[src/rtl/dbgi_pkg.sv]
package dbgi_pkg;

    typedef enum logic [1:0] {
        ST_READY = 2'd0,
        ST_ISSUE = 2'd1,
        ST_WAIT  = 2'd2
    } inj_state_t;

    localparam int unsigned REG_AW = 2;

    localparam logic [REG_AW-1:0] ADDR_STAT  = 2'd0;
    localparam logic [REG_AW-1:0] ADDR_XFER  = 2'd1;
    localparam logic [REG_AW-1:0] ADDR_CACHE = 2'd2;

endpackage

[src/rtl/dbgi_issue_fsm.sv]
module dbgi_issue_fsm
    import dbgi_pkg::*;
#(
    parameter int unsigned DATA_W = 32
) (
    input  logic              clk,
    input  logic              rst_n,
    input  logic              xfer_wr,
    input  logic [DATA_W-1:0] xfer_wdata,
    input  logic              core_halted,
    input  logic              exec_en,
    input  logic              core_done,
    input  logic              ovr_clr,
    output logic              instr_valid,
    output logic [DATA_W-1:0] instr_data,
    output logic              done_flag,
    output logic              overrun
);

    inj_state_t st_q, st_nxt;
    logic       accept;
    logic       drop;

    assign accept = xfer_wr && (st_q == ST_READY) && core_halted && exec_en;
    assign drop   = xfer_wr && (st_q != ST_READY);

    // State register
    always_ff @(posedge clk or negedge rst_n) begin
        if (!rst_n) begin
            st_q <= ST_READY;
        end else begin
            st_q <= st_nxt;
        end
    end

    // Next-state logic
    always_comb begin
        st_nxt = st_q;
        unique case (st_q)
            ST_READY: if (accept) st_nxt = ST_ISSUE;
            ST_ISSUE: st_nxt = ST_WAIT;
            ST_WAIT:  if (core_done) st_nxt = ST_READY;
            default:  st_nxt = ST_READY;
        endcase
    end

    // Outputs decoded from the state
    always_comb begin
        instr_valid = 1'b0;
        done_flag   = 1'b0;
        unique case (st_q)
            ST_READY: done_flag   = 1'b1;
            ST_ISSUE: instr_valid = 1'b1;
            ST_WAIT:  ;
            default:  ;
        endcase
    end

    // Instruction holding register
    always_ff @(posedge clk or negedge rst_n) begin
        if (!rst_n) begin
            instr_data <= '0;
        end else if (accept) begin
            instr_data <= xfer_wdata;
        end
    end

    // Sticky overrun flag
    always_ff @(posedge clk or negedge rst_n) begin
        if (!rst_n) begin
            overrun <= 1'b0;
        end else if (drop) begin
            overrun <= 1'b1;
        end else if (ovr_clr) begin
            overrun <= 1'b0;
        end
    end


    single_pulse_chk: assert property (@(posedge clk) disable iff (!rst_n)
        instr_valid |=> !instr_valid);


    issue_gate_chk: assert property (@(posedge clk) disable iff (!rst_n)
        instr_valid |-> $past(xfer_wr && core_halted && exec_en));


    done_hold_chk: assert property (@(posedge clk) disable iff (!rst_n)
        (!done_flag && !core_done) |=> !done_flag);


    ovr_sticky_chk: assert property (@(posedge clk) disable iff (!rst_n)
        (overrun && !ovr_clr) |=> overrun);

endmodule

[src/rtl/dbgi_cache_ovr.sv]
module dbgi_cache_ovr #(
    parameter int unsigned NBITS = 3
) (
    input  logic             clk,
    input  logic             rst_n,
    input  logic             wr,
    input  logic [NBITS-1:0] wdata,
    input  logic             core_halted,
    output logic [NBITS-1:0] policy_q,
    output logic [NBITS-1:0] policy_o
);

    // Override bits reset to the restrictive value
    always_ff @(posedge clk or negedge rst_n) begin
        if (!rst_n) begin
            policy_q <= '0;
        end else if (wr) begin
            policy_q <= wdata;
        end
    end

    // Per-bit gating by debug state
    for (genvar g = 0; g < NBITS; g++) begin : g_gate
        assign policy_o[g] = core_halted ? policy_q[g] : 1'b1;
    end


    idle_normal_chk: assert property (@(posedge clk) disable iff (!rst_n)
        !core_halted |-> (policy_o == {NBITS{1'b1}}));

endmodule

[src/rtl/dbgi_ctrl.sv]
module dbgi_ctrl
    import dbgi_pkg::*;
#(
    parameter int unsigned DATA_W      = 32,
    parameter int unsigned EXEC_EN_BIT = 13,
    parameter int unsigned DONE_BIT    = 25,
    parameter int unsigned OVR_BIT     = 6,
    parameter int unsigned CACHE_BITS  = 3
) (
    input  logic              clk,
    input  logic              rst_n,
    input  logic              reg_wr_i,
    input  logic [REG_AW-1:0] reg_addr_i,
    input  logic [DATA_W-1:0] reg_wdata_i,
    output logic [DATA_W-1:0] reg_rdata_o,
    input  logic              core_halted_i,
    input  logic              core_done_i,
    output logic              instr_valid_o,
    output logic [DATA_W-1:0] instr_data_o,
    output logic              wt_normal_o,
    output logic              ifill_normal_o,
    output logic              dfill_normal_o
);

    localparam int unsigned WT_IDX = CACHE_BITS - 1;

    logic                  wr_stat, wr_xfer, wr_cache;
    logic                  exec_en_q;
    logic                  done_flag, overrun;
    logic [CACHE_BITS-1:0] policy_q, policy_o;

    assign wr_stat  = reg_wr_i && (reg_addr_i == ADDR_STAT);
    assign wr_xfer  = reg_wr_i && (reg_addr_i == ADDR_XFER);
    assign wr_cache = reg_wr_i && (reg_addr_i == ADDR_CACHE);

    // Execute-enable control bit
    always_ff @(posedge clk or negedge rst_n) begin
        if (!rst_n) begin
            exec_en_q <= 1'b0;
        end else if (wr_stat) begin
            exec_en_q <= reg_wdata_i[EXEC_EN_BIT];
        end
    end

    dbgi_issue_fsm #(.DATA_W(DATA_W)) u_issue (
        .clk         (clk),
        .rst_n       (rst_n),
        .xfer_wr     (wr_xfer),
        .xfer_wdata  (reg_wdata_i),
        .core_halted (core_halted_i),
        .exec_en     (exec_en_q),
        .core_done   (core_done_i),
        .ovr_clr     (wr_stat && reg_wdata_i[OVR_BIT]),
        .instr_valid (instr_valid_o),
        .instr_data  (instr_data_o),
        .done_flag   (done_flag),
        .overrun     (overrun)
    );

    dbgi_cache_ovr #(.NBITS(CACHE_BITS)) u_cache (
        .clk         (clk),
        .rst_n       (rst_n),
        .wr          (wr_cache),
        .wdata       (reg_wdata_i[CACHE_BITS-1:0]),
        .core_halted (core_halted_i),
        .policy_q    (policy_q),
        .policy_o    (policy_o)
    );

    assign wt_normal_o    = policy_o[WT_IDX];
    assign ifill_normal_o = policy_o[1];
    assign dfill_normal_o = policy_o[0];

    // Read multiplexer; write-only and unused addresses return zero
    always_comb begin
        reg_rdata_o = '0;
        unique case (reg_addr_i)
            ADDR_STAT: begin
                reg_rdata_o[EXEC_EN_BIT] = exec_en_q;
                reg_rdata_o[DONE_BIT]    = done_flag;
                reg_rdata_o[OVR_BIT]     = overrun;
            end
            ADDR_CACHE: reg_rdata_o[CACHE_BITS-1:0] = policy_q;
            default: ;
        endcase
    end


    reserved_zero_chk: assert property (@(posedge clk) disable iff (!rst_n)
        (reg_addr_i == ADDR_CACHE) |-> (reg_rdata_o[DATA_W-1:CACHE_BITS] == '0));


    xfer_read_zero_chk: assert property (@(posedge clk) disable iff (!rst_n)
        (reg_addr_i == ADDR_XFER) |-> (reg_rdata_o == '0));

endmodule

[config.mk]
export PLATFORM = sky130hd
export DESIGN_NAME = dbgi_ctrl
export DESIGN_NICKNAME = d
export VERILOG_FILES = /design/src/rtl/dbgi_pkg.sv /design/src/rtl/dbgi_issue_fsm.sv /design/src/rtl/dbgi_cache_ovr.sv /design/src/rtl/dbgi_ctrl.sv
export SDC_FILE = /design/constraint.sdc
export NUM_CORES = 1
export LEC_CHECK = 0
export BUFFER_PORTS_ARGS = -buffer_cell sky130_fd_sc_hd__buf_4
export CORE_UTILIZATION = 30
export CTS_CLUSTER_DIAMETER = 80
export DETAILED_ROUTE_END_ITERATION = 10
export PLACE_DENSITY = 0.68
export SLEW_MARGIN = 20
export SYNTH_ARGS = -nofsm -noshare
export SYNTH_HDL_FRONTEND = slang
export SYNTH_SLANG_ARGS = --single-unit
[constraint.sdc]
create_clock -name clk -period 2.5 [get_ports clk]
set_clock_uncertainty 0.05 [all_clocks]
set_input_delay 0.5 -clock clk [delete_from_list [all_inputs] [get_ports clk]]
set_output_delay 0.5 -clock clk [all_outputs]
set_load 0.1 [all_outputs]
==> results.sh <==
export IMPL_status="completed"
export IMPL_critPathMaxFanout=6
export IMPL_crit_chain="nor4_2 > buf_4"
export IMPL_drt_iter0_drc=14
export IMPL_dpl_worst_slack_ns=0.538
export IMPL_num_fill_cells=569
export IMPL_cts_buffers_inserted=5
export IMPL_first_pass_iters=4
export IMPL_slowest_delay_ns=0.47
export IMPL_boundaryPins=107
export IMPL_die_h_um=81.8
export IMPL_nNetsFinal=255
export IMPL_synthFlopType="dfrtp_1"
export IMPL_clock_latency_ns=0.28
export IMPL_via_per_inst=4.21
export IMPL_start_kind="flip-flop"
export IMPL_first_global_vias=1070
export IMPL_grt_use_total_pct=10.3
export IMPL_htree_levels=2
export IMPL_clk_pin_slew_worst_paths_ns=0.08
export IMPL_slew_viol_final=0
export IMPL_wire_per_inst_um=12.2
export IMPL_critical_path_slowest_cell="dfrtp_1"
export IMPL_r2r_start="u_issue.st_q[0]"
export IMPL_fmaxAchievable_ghz=0.509
export IMPL_worstSetupStartpoint="u_issue.st_q[0]"
export IMPL_synthTopCellsByArea="dfrtp_1, mux2_4, buf_4"
export IMPL_gp_congestion=0.696
export IMPL_seq_area_frac_synth_pct=51.1
export IMPL_cp_data_required_time_ns=1.95
export IMPL_yosysWarnings=0
export IMPL_fin_crit_sh_pct=78.7
export IMPL_ys_top_cells_by_count="dfrtp_1, mux2_4, buf_4"
export IMPL_clock_path_buffers=2
export IMPL_drive_gt1_share_pct=60.4
export IMPL_start_util_pct=31.7
export IMPL_finalHoldViolations=0
export IMPL_drv_cap=0
export IMPL_yosys_area_top_type="dfrtp_1"
export IMPL_synth_most_common_cell="dfrtp_1"
export IMPL_rsz0062_at_grt="no"
export IMPL_placementRows=28
export IMPL_syn_area_per_cell_um2=14.5
export IMPL_antennaDiodeCount=0
export IMPL_cts_sinks=39
export IMPL_synthToLayoutAreaGrowth_pct=37.3
export IMPL_post_cts_buffers=0
export IMPL_critPathKind="flip-flop to primary output"
export IMPL_antenna_found_initial=0
export IMPL_ys_types=22
export IMPL_cts_resized=0
export IMPL_synth_cells=132
export IMPL_fp_coreArea_mm2=0.00603
export IMPL_post_route_min_period_ns=1.97
export IMPL_synthArstFlopShare_pct=100
export IMPL_syn_area_mm2=0.00191
export IMPL_setup_viol=0
export IMPL_grt_ovfl_total=0
export IMPL_worstHoldPathType="input pin to asynchronous set/reset pin"
export IMPL_drtAntennaViolNets=0
export IMPL_num_vias=1228
export IMPL_cts_tree="yes"
export IMPL_worstPathArrival_ns=1.42
export IMPL_cp_top_family="flip-flops"
export IMPL_grt_pass1_wl_um=5110
export IMPL_worst_path_buf_inv=1
export IMPL_synth_edf_count=0
export IMPL_routed_wl_um=3550
export IMPL_worstSetupEndpointType="primary output"
export IMPL_fin_ws_ns=0.534
export IMPL_die_w_um=81.8
export IMPL_yosysTopAreaCellShare_pct=51.1
export IMPL_hpwl_um=2720
export IMPL_hold_buffers=0
export IMPL_dieArea_mm2=0.00669
export IMPL_io_buffers=80
export IMPL_root_buffer="clkbuf_8"
export IMPL_grt_max_degree=40
export IMPL_synth_seq_cells=39
export IMPL_drc_errors=0
[sequential cells by signal (all words and copies together) (netlist names)]
name and cells:
u_issue.overrun 1, exec_en_q 1, u_cache.policy_q 3, u_issue.instr_data 32, u_issue.st_q 2
[cells in the final DEF (no fill, tap or decap)]
master,n
nand2b_1,4
mux2_2,6
o21bai_1,1
nor3b_2,1
nor2_1,1
conb_1,26
and2_1,3
nor3_2,1
nand2_1,2
a21oi_1,2
clkbuf_8,5
clkbuf_1,1
dfrtp_1,39
nand3_1,1
nor2b_1,1
mux2_4,30
nor3b_1,1
nor4_4,1
inv_1,1
bufinv_16,2
and2b_2,1
nand3b_1,2
buf_4,82
nor4_1,1
or2_2,1
nor4_2,1
[path summary, 6_finish.rpt]
check                                         end  slack [ns]  cells after the start
setup / recovery                  reg_rdata_o[25]        0.53                      2
hold / removal             u_issue.instr_data[16]        0.12                      1
setup reg to reg            u_issue.instr_data[3]        0.80                      3
hold reg to reg            u_issue.instr_data[30]        0.46                      1
max in group asynchronous               exec_en_q        1.93                      1
min in group clk            u_issue.instr_data[5]        0.39                      2
[kinds of logic after synthesis]
logic type,count (synthesis),share of synthesized area [%]
buf+inv,31,12.8
other cells,1,0.196
mux,36,27.1
compound gates,3,0.918
simple gates,22,7.86
flops,39,51.1
[worst reg2reg max path: stages (launching register included)]
cell,delay (ns)
dfrtp_1,0.47
nor4_4,0.31
buf_4,0.39
mux2_2,0.38
[metrics by stage]
step / setup TNS [ns] / hold slack [ns] / instances / utilization [%] / area, µm²
final: 0 / 0.124 / 292 / 43.5 / 2620
after global routing: 0 / 0.150 / 292 / 43.5 / 2620
after global placement: 0 / 0.446 / 284 / 41.3 / 2490
after CTS: 0 / 0.137 / 292 / 43.5 / 2620
after detailed placement: 0 / 0.444 / 284 / 41.3 / 2490
after floorplan: -0.296 / 0.154 / 157 / - / 2020
[layer usage]
layer  wire length [µm]  share of wire [%]  track usage, %
met4                  7               0.20            2.63
met1               1490                 42            12.9
met2               1710                 48            15.8
met3                341                9.6            4.78
met5                  0                  0               0
[final cells by class]
| class | instances | area, µm² | area share (%) |
|---|---|---|---|
| Sequential cell | 39 | 976 | 37.2 |
| Inverter | 1 | 3.75 | 0.143 |
| Timing Repair Buffer | 82 | 616 | 23.5 |
| Multi-Input combinational cell | 87 | 800 | 30.5 |
| Tap cell | 75 | 93.8 | 3.58 |
| Clock inverter | 2 | 60.1 | 2.29 |
| Clock buffer | 6 | 72.6 | 2.77 |
Power is not shown: default switching activity piles up to over one toggle a cycle in this logic, so the estimate is an artifact.
